$ cat config.mk
export PLATFORM = sky130hd
export DESIGN_NAME = npc_unit
export DESIGN_NICKNAME = d
export VERILOG_FILES = /design/src/rtl/npc_pkg.sv /design/src/rtl/npc_decode.sv /design/src/rtl/npc_compare.sv /design/src/rtl/npc_target.sv /design/src/rtl/npc_pcreg.sv /design/src/rtl/npc_unit.sv
export SDC_FILE = /design/constraint.sdc
export NUM_CORES = 1
export LEC_CHECK = 0
export CELL_PAD_IN_SITES_DETAIL_PLACEMENT = 1
export CELL_PAD_IN_SITES_GLOBAL_PLACEMENT = 1
export CORE_MARGIN = 2
export CORE_UTILIZATION = 37
export DETAILED_ROUTE_END_ITERATION = 16
export PLACE_DENSITY_LB_ADDON = 0.15
export SKIP_LAST_GASP = 1
export SLEW_MARGIN = 15
export SYNTH_ARGS = -nofsm -noshare
export SYNTH_HDL_FRONTEND = slang
export SYNTH_HIERARCHICAL = 1
export SYNTH_SLANG_ARGS = --single-unit
export TNS_END_PERCENT = 20
$ cat constraint.sdc
create_clock -name clk -period 5 [get_ports clk]
set_input_delay 0.75 -clock clk [delete_from_list [all_inputs] [get_ports clk]]
set_output_delay 0.75 -clock clk [all_outputs]
set_load 0.02 [all_outputs]
$ cat src/rtl/npc_pkg.sv
`timescale 1ns/1ps
package npc_pkg;

   // kind of control flow selected for the current instruction
   typedef enum logic [1:0] {
      CF_SEQ = 2'd0,
      CF_BEQ = 2'd1,
      CF_BNE = 2'd2,
      CF_JMP = 2'd3
   } cf_kind_t;

   localparam int unsigned OPC_W      = 6;
   localparam int unsigned INSTR_W    = 32;
   localparam int unsigned IMM_W      = 16;
   localparam int unsigned JFIELD_W   = INSTR_W - OPC_W;
   localparam logic [OPC_W-1:0] OPC_JMP = 6'd2;
   localparam logic [OPC_W-1:0] OPC_BEQ = 6'd4;
   localparam logic [OPC_W-1:0] OPC_BNE = 6'd5;

endpackage

$ cat src/rtl/npc_decode.sv
`timescale 1ns/1ps
module npc_decode
   import npc_pkg::*;
#(
   parameter int unsigned IW = INSTR_W,
   parameter int unsigned OW = OPC_W,
   parameter int unsigned MW = IMM_W,
   parameter logic [OW-1:0] OP_EQ = OPC_BEQ,
   parameter logic [OW-1:0] OP_NE = OPC_BNE,
   parameter logic [OW-1:0] OP_J  = OPC_JMP
) (
   input  logic [IW-1:0]    instr,
   output cf_kind_t         kind,
   output logic [MW-1:0]    imm,
   output logic [IW-OW-1:0] jfield
);

   localparam int unsigned FW = IW - OW;

   generate
      if (OW >= IW) begin : g_bad_opc
         $error("npc_decode: opcode width must be below instruction width");
      end
      if (MW > FW) begin : g_bad_imm
         $error("npc_decode: immediate does not fit below the opcode");
      end
      if (OP_EQ == OP_NE || OP_EQ == OP_J || OP_NE == OP_J) begin : g_bad_codes
         $error("npc_decode: control opcodes must be distinct");
      end
   endgenerate

   logic [OW-1:0] opc;

   assign opc    = instr[IW-1 -: OW];
   assign imm    = instr[MW-1:0];
   assign jfield = instr[FW-1:0];

   always_comb begin
      if (opc == OP_EQ) begin
         kind = CF_BEQ;
      end else if (opc == OP_NE) begin
         kind = CF_BNE;
      end else if (opc == OP_J) begin
         kind = CF_JMP;
      end else begin
         kind = CF_SEQ;
      end
   end

endmodule

$ cat src/rtl/npc_compare.sv
`timescale 1ns/1ps
module npc_compare #(
   parameter int unsigned DW      = 32,
   parameter int unsigned EQ_IMPL = 0   // 0: direct compare, 1: xor reduction tree
) (
   input  logic [DW-1:0] a,
   input  logic [DW-1:0] b,
   output logic          same
);

   generate
      if (DW < 1) begin : g_bad_dw
         $error("npc_compare: width must be at least one");
      end
      if (EQ_IMPL > 1) begin : g_bad_impl
         $error("npc_compare: unknown comparator variant");
      end

      if (EQ_IMPL == 0) begin : g_direct
         assign same = (a == b);
      end else begin : g_tree
         logic [DW-1:0] diff;
         for (genvar i = 0; i < DW; i++) begin : g_bit
            assign diff[i] = a[i] ^ b[i];
         end
         assign same = ~|diff;
      end
   endgenerate

endmodule

$ cat src/rtl/npc_target.sv
`timescale 1ns/1ps
module npc_target #(
   parameter int unsigned AW   = 32,
   parameter int unsigned MW   = 16,
   parameter int unsigned FW   = 26,
   parameter int unsigned SEGW = 4
) (
   input  logic [AW-1:0] pc,
   input  logic [MW-1:0] imm,
   input  logic [FW-1:0] jfield,
   output logic [AW-1:0] seq_pc,
   output logic [AW-1:0] br_pc,
   output logic [AW-1:0] jmp_pc
);

   localparam int unsigned SEXT_W = AW - MW - 2;

   generate
      if (SEGW + FW + 2 != AW) begin : g_bad_jump
         $error("npc_target: segment bits plus jump field plus two must equal address width");
      end
      if (MW + 2 > AW) begin : g_bad_off
         $error("npc_target: scaled offset wider than address");
      end
   endgenerate

   logic [AW-1:0] off_bytes;

   assign seq_pc = pc + AW'(4);

   // sign-extended word offset, scaled to bytes
   generate
      if (SEXT_W > 0) begin : g_sext
         assign off_bytes = {{SEXT_W{imm[MW-1]}}, imm, 2'b00};
      end else begin : g_nosext
         assign off_bytes = {imm, 2'b00};
      end
   endgenerate

   assign br_pc  = seq_pc + off_bytes;
   assign jmp_pc = {seq_pc[AW-1 -: SEGW], jfield, 2'b00};

endmodule

$ cat src/rtl/npc_pcreg.sv
`timescale 1ns/1ps
module npc_pcreg #(
   parameter int unsigned AW        = 32,
   parameter logic [AW-1:0] RST_VAL = '0,
   parameter bit          ASYNC_RST = 1'b1
) (
   input  logic          clk,
   input  logic          rst_n,
   input  logic          en,
   input  logic [AW-1:0] nxt,
   output logic [AW-1:0] q
);

   generate
      if (RST_VAL[1:0] != 2'b00) begin : g_bad_rst
         $error("npc_pcreg: reset address must be word aligned");
      end

      if (ASYNC_RST) begin : g_async
         always_ff @(posedge clk or negedge rst_n) begin
            if (!rst_n) begin
               q <= RST_VAL;
            end else if (en) begin
               q <= nxt;
            end
         end
      end else begin : g_sync
         always_ff @(posedge clk) begin
            if (!rst_n) begin
               q <= RST_VAL;
            end else if (en) begin
               q <= nxt;
            end
         end
      end
   endgenerate

endmodule

$ cat src/rtl/npc_unit.sv
`timescale 1ns/1ps
module npc_unit
   import npc_pkg::*;
#(
   parameter int unsigned   ADDR_W    = 32,
   parameter int unsigned   DATA_W    = 32,
   parameter int unsigned   SEG_BITS  = 4,
   parameter int unsigned   EQ_IMPL   = 0,
   parameter bit            ASYNC_RST = 1'b1,
   parameter logic [ADDR_W-1:0] RESET_PC = '0
) (
   input  logic               clk,
   input  logic               rst_n,
   input  logic               en,
   input  logic [INSTR_W-1:0] instr,
   input  logic [DATA_W-1:0]  rs_val,
   input  logic [DATA_W-1:0]  rt_val,
   output logic [ADDR_W-1:0]  pc,
   output logic [ADDR_W-1:0]  pc_plus4,
   output logic               taken
);

   generate
      if (ADDR_W < 8) begin : g_bad_aw
         $error("npc_unit: address width too small");
      end
   endgenerate

   cf_kind_t            kind;
   logic [IMM_W-1:0]    imm;
   logic [JFIELD_W-1:0] jfield;
   logic                regs_eq;
   logic [ADDR_W-1:0]   br_pc;
   logic [ADDR_W-1:0]   jmp_pc;
   logic [ADDR_W-1:0]   pc_nxt;
   logic                br_hit;

   npc_decode #(
      .IW(INSTR_W), .OW(OPC_W), .MW(IMM_W),
      .OP_EQ(OPC_BEQ), .OP_NE(OPC_BNE), .OP_J(OPC_JMP)
   ) u_dec (
      .instr  (instr),
      .kind   (kind),
      .imm    (imm),
      .jfield (jfield)
   );

   npc_compare #(.DW(DATA_W), .EQ_IMPL(EQ_IMPL)) u_cmp (
      .a    (rs_val),
      .b    (rt_val),
      .same (regs_eq)
   );

   npc_target #(
      .AW(ADDR_W), .MW(IMM_W), .FW(JFIELD_W), .SEGW(SEG_BITS)
   ) u_tgt (
      .pc     (pc),
      .imm    (imm),
      .jfield (jfield),
      .seq_pc (pc_plus4),
      .br_pc  (br_pc),
      .jmp_pc (jmp_pc)
   );

   always_comb begin
      case (kind)
         CF_BEQ:  br_hit = regs_eq;
         CF_BNE:  br_hit = ~regs_eq;
         default: br_hit = 1'b0;
      endcase
   end

   assign taken = br_hit | (kind == CF_JMP);

   always_comb begin
      if (kind == CF_JMP) begin
         pc_nxt = jmp_pc;
      end else if (br_hit) begin
         pc_nxt = br_pc;
      end else begin
         pc_nxt = pc_plus4;
      end
   end

   npc_pcreg #(
      .AW(ADDR_W), .RST_VAL(RESET_PC), .ASYNC_RST(ASYNC_RST)
   ) u_pc (
      .clk   (clk),
      .rst_n (rst_n),
      .en    (en),
      .nxt   (pc_nxt),
      .q     (pc)
   );

endmodule

Yosys cells after proc, flatten, opt, wreduce, memory -nomap -nowiden

Index checks and enable logic that the tools add are counted.

Output and inout port bits: 65
Word-level logic and storage cells: 18
Bits of input ports: 99
Flip-flop bits (word level): 32

Add/sub/neg operators: 2
Bitwise logic cells: 2
Equality and inequality tests: 7
Mux-type cells: 6

Operator list:

| operator                                                        | number |
|---|---|
| 32-bit two-way mux                                              | 2 |
| 32-bit by 3-bit adder with 32-bit output, second input constant | 1 |
| 32-bit adder                                                    | 1 |
| 32-bit == test                                                  | 1 |
| 6-bit by 3-bit == test with 1-bit output, second input constant | 2 |
| 6-bit by 2-bit == test with 1-bit output, second input constant | 1 |
| 2-bit two-way mux                                               | 3 |
| 2-bit == test, second input constant                            | 2 |
| 2-bit by 1-bit == test with 1-bit output, second input constant | 1 |
| 1-bit one-hot mux with 2 select lines                           | 1 |
| 1-bit NOT                                                       | 1 |
| 1-bit bitwise OR                                                | 1 |

Logic depth before layout (Yosys ltp)

Gate-level depths: netlist of run 1.

Depth in word-level cells: 8
Mapped depth: 18
Depth with buffers taken out: 17

Hierarchy

Netlist of run 1, hierarchy kept.

Modules (own cells, without submodules):

| module      | area an instance (um^2) | cells each | seq. area each (um^2) | instances |
|---|---|---|---|---|
| npc_target  | 2592.5                  | 361        | 0.0                   | 1 |
| npc_unit    | 1357.6                  | 224        | 0.0                   | 1 |
| npc_pcreg   | 1345.0                  | 68         | 800.8                 | 1 |
| npc_decode  | 361.6                   | 48         | 0.0                   | 1 |
| npc_compare | 346.6                   | 43         | 0.0                   | 1 |

Worst setup path after synthesis of run 1

Ideal clock, no wire load.

Path kind: flip-flop to flip-flop
Start point: register u_pc.q[4]
End point: register u_pc.q[30]
Library setup time: 125 ps
Stages on the path, launching flop included: 19
Arrival: 4162 ps
Clock period less this slack: 4287 ps
Data required time: 4875 ps
Slack: 713 ps
Buffers on the path: 1
Path through: dfrtp_1 and4_1 and4_4 and3_2 and2_1 nand3_1 xnor2_1 ha_1 buf_2 a21o_1 o21bai_1 a211o_1 a32oi_1 a41oi_1 xor2_1 nor3b_1 o21ai_1 o211ai_2 mux2_4

Word-level cells in the longest chain between the ends: 4

Ends and longest elaborated chain:

| what                                     | line             | text |
|---|---|---|
| start: declaration                       | npc_pcreg.sv:11  | `output logic [AW-1:0] q` |
| start signal: assignment                 | npc_pcreg.sv:24  | `q <= nxt;` |
| 32-bit by 3-bit adder with 32-bit output | npc_target.sv:29 | `assign seq_pc = pc + AW'(4);` |
| via pc_plus4[21]                         | npc_unit.sv:19   | `output logic [ADDR_W-1:0] pc_plus4,` |
| 32-bit adder                             | npc_target.sv:40 | `assign br_pc = seq_pc + off_bytes;` |
| via br_pc[30]                            | npc_unit.sv:33   | `logic [ADDR_W-1:0] br_pc;` |
| 32-bit two-way mux                       | npc_unit.sv:78   | `end else if (br_hit) begin` |
| 32-bit two-way mux                       | npc_unit.sv:76   | `if (kind == CF_JMP) begin` |
| via pc_nxt[30]                           | npc_unit.sv:35   | `logic [ADDR_W-1:0] pc_nxt;` |

The timed path passes the listed nets, and every way through them passes these cells.
A chain may end at the register's enable or synchronous reset.

Worst setup path in the final report of run 1

Start point: register u_pc.q[4]
End point: register u_pc.q[30]

Word-level cells in the longest chain between the ends: 4

Ends and longest elaborated chain:

| what                                     | line |
|---|---|
| 32-bit by 3-bit adder with 32-bit output | npc_target.sv:29 |
| 32-bit adder                             | npc_target.sv:40 |
| via br_pc[30]                            | npc_unit.sv:33 |
| 32-bit two-way mux                       | npc_unit.sv:78 |
| 32-bit two-way mux                       | npc_unit.sv:76 |
| via pc_nxt[30]                           | npc_unit.sv:35 |

The timed path passes the listed nets, and every way through them passes these cells.

==> metrics.md, run 1 <==
| Metric | Value |
|---|---|
| Sequential area share after synthesis | 13.3% |
| Slowest stage cell on the critical path | dfrtp_1 |
| Initial Util | 37.8% |
| Top cell type's share of synthesized area | 13.3% |
| Worst Hold Launch | u_pc/q[29] |
| Ys async rst share | 100% |
| Number of buffers and inverters on the critical path | 0 |
| Switching share of power | 50.0% |
| Fin crit share | 93.5% |
| Post-route cell area | 7310 um^2 |
| All-Layer GR Usage | 24.5% |
| Setup Total Neg Slack | 0 ns |
| Site Rows | 46 |
| Synthesis-to-layout area growth | 21.7% |
| Total die area | 17300 um^2 |
| Tmin final | 4.68 ns |
| Initial antenna violation count | 0 |
| Maximum clock insertion buffer count | 2 |
| Vias per cell | 5.66 |
| WL final | 21.6 mm |
| Largest net degree at the start of global routing | 65 |
| Sequential share of power | 13.8% |
| Synth area leaders | dfrtp_1 13%, buf_4 9.9%, mux2_4 7.5% |
| Leak pwr | 2.98 nW |
| Total gr overflow | 0 |
| Combinational fraction of design power | 77.5% |
| Critical Path Source | u_pc/q[4] |
| First-pass GRT wire length | 34.2 mm |
| CTS Root Cell | clkbuf_16 |
| Post-DP HPWL | 16.7 mm |
| Most Crowded Layer GR | met2 |
| Met3 Resource Use GR | 4.86% |
| Max-Slew Margin vs Limit | 33.5% |
| Regs by FF count | u_pc/q (32) |
| Max rail drop VDD | 0.000273 V |
| Largest fanout on the critical path | 8 |
| Setup repair bufs after CTS | 0 |
| Most used DFF post-synth | dfrtp_1 |
| CTS clk-pin slew, worst paths | 0.06 ns |
| Post-synth top area cell | dfrtp_1 |
| Residual DRC | 0 |
| Die Y | 131 um |
| Most common cell in the netlist | buf_4 |
| Synthesized area | 6000 um^2 |
| RD Place Congestion | 0.910 |
| Max reg flops | 32 |
| Setup Viol. Count Final | 0 |
| Cts repair resizes | 0 |
| Final nets | 939 |
| FF-to-FF Start | u_pc/q[4] |
| Post-synth EDFFs | 0 |
| Mean Syn Cell Area | 8.07 um^2 |
| Routed WL per cell | 21.2 um |
| Number of synthesized register bits | 32 |
| Antenna cells | 0 |
| Final hold vios | 0 |
| First-iteration detailed-routing DRC count | 354 |
| Vias in the first global route | 6349 |
| Clock latency on the worst-skew pair | 0.29 ns |
| Clock power share | 8.7% |
| Final Max Slew Viols | 0 |
| Top post-synthesis cells by count | 79 x buf_4, 66 x nand2_1, 48 x xor2_1, 40 x xnor2_1, 39 x o21ai_0 |
| H-tree depth | 2 |
| TritonCTS buffer count | 5 |
| Critical-path cell list | and4_1 > and4_4 > and3_2 > and2_1 > nand3_1 > xnor2_1 > ha_1 > a21o_1 > o21bai_1 > a211o_1 > a32oi_1 > a41oi_1 > xor2_1 > nor3b_1 > o21ai_1 > o211ai_2 > mux2_4 |
| CORE AREA | 15900 um^2 |
| Final clock skew | 0.00647 ns |
| Largest delay share family, worst path | compound AO/OA/AOI/OAI gates |
| CTS tree | done |
| Critical path arrival | 4.85 ns |
| Internal | 2.15 mW |
| Crit end category | flip-flop |
| DR pass1 iterations | 4 |
| WS Path Type | reg2reg |
| Hold crit path type | reg2reg |
| Met2 Use GR | 42.0% |
| Yosys warning total | 6 |
| Post-DP Area | 7140 um^2 |
| Routing usage on met1 | 31.1% |
| Io pins | 164 |
| I/O Buffers | 163 |
| Layout cells sized above 1 | 10.5% |
| Worst Setup Start Kind | flip-flop |
| Most flops, register | u_pc/q |
| Maximum clock rate | 214 MHz |
| Pwr per Cell Area | 588 nW/um^2 |
| Clock Sinks | 32 |
| Status | finished, final reports clean |
| Cell variety after synth | 70 |
| Switching Power | 2.15 mW |
| Critical path's largest stage delay | 0.47 ns |
| Mapped Cells | 744 |
| Post-CTS Hold Fix Bufs | 0 |
| Required @ worst endpoint | 5.17 ns |
| Max-cap violation count | 0 |
| Worst-margin pin slew | 0.997 ns |
| Die W | 131 um |
| Overall Power | 4.29 mW |
| Unrepaired setup endpoints after global routing | no |
| Vias after detailed routing | 5787 |
| Post-route ant nets | 0 |
-- metrics by stage --
step           instances  setup slack (ns)  hold slack (ns)  utilization, %
2_1_floorplan        745             0.713            0.454               -
3_3_place_gp        1015             0.483            0.576            44.9
3_5_place_dp        1015             0.384            0.574            44.9
4_1_cts             1023             0.367            0.595            46.0
5_1_grt             1023            0.0844            0.624            46.0
6_report            1023             0.323            0.598            46.0
-- worst register-to-register path, delay by kind of cell, from the launching register on --
family / cells / cell delay, ns
xor gates and xnor gates: 2 / 0.65
and+or+nand+nor: 6 / 1.27
AOI/OAI and AO/OA: 7 / 1.44
DFF: 1 / 0.47
muxes: 1 / 0.28
adders and majority gates: 1 / 0.45
-- cell families after synthesis --
group / Yosys count / synth area share, %
xor gates and xnor gates: 89 / 13.1
AOI/OAI and AO/OA: 187 / 20.7
muxes: 33 / 8.07
DFF: 32 / 13.3
buffers and inverters: 129 / 15.0
other: 1 / 0.0625
adders and majority gates: 34 / 7.21
and+or+nand+nor: 239 / 22.5
-- power by group through the flow --
stage	Sequential [mW]	Combinational (mW)	Clock [mW]
after floorplan	0.670	2.10	0
after global placement	0.587	3.24	0
after detailed placement	0.592	3.29	0
after CTS	0.591	3.32	0.382
after global routing	0.613	3.59	0.391
final	0.592	3.33	0.374
-- cells in the final DEF, fill, tap and decap left out, drive strengths merged, types with 7 or more instances in the layout --
master / count
a21o: 16
a21oi: 28
and2: 43
and3: 12
buf: 12
clkdlybuf4s50: 162
dfrtp: 32
ha: 33
inv: 9
mux2: 33
nand2: 66
nand3: 15
nand4: 19
nor2: 18
nor3: 7
nor3b: 32
nor4: 10
o211ai: 33
o21ai: 78
xnor2: 41
xor2: 48
-- cell type report --
| type | instances | area [um^2] |
|---|---|---|
| fill | 1935 | 8580 |
| sequential | 32 | 801 |
| clock inverter | 3 | 42.5 |
| inverter | 9 | 33.8 |
| tap | 216 | 270 |
| clock buffer | 5 | 125 |
| timing repair buffer | 174 | 1710 |
| multi-input combinational | 584 | 4320 |
-- worst paths after layout --
check	depth (start not counted)	to	slack (ns)
min reg2reg	1	u_pc/q[29]	0.60
min in group asynchronous	2	u_pc/q[22]	0.89
max in group asynchronous	2	u_pc/q[21]	3.76
max reg2reg	17	u_pc/q[30]	0.32
max	17	u_pc/q[30]	0.32
min	1	u_pc/q[29]	0.60
-- metal layers --
layer | up-vias | part of all wire (%)
met3 | 36 | 6.4
met5 | - | 0
met1 | 2838 | 44
li1 | 2711 | -
met2 | 202 | 47
met4 | 0 | 2.4
Note: power is estimated with default switching activity, not from simulation.
==> run 2, diff against run 1 <==
Settings changed: CTS_CLUSTER_DIAMETER set to 200.
==> results of run 2 <==
Same layout as run 1: the final DEF is identical, and so are final timing and power.
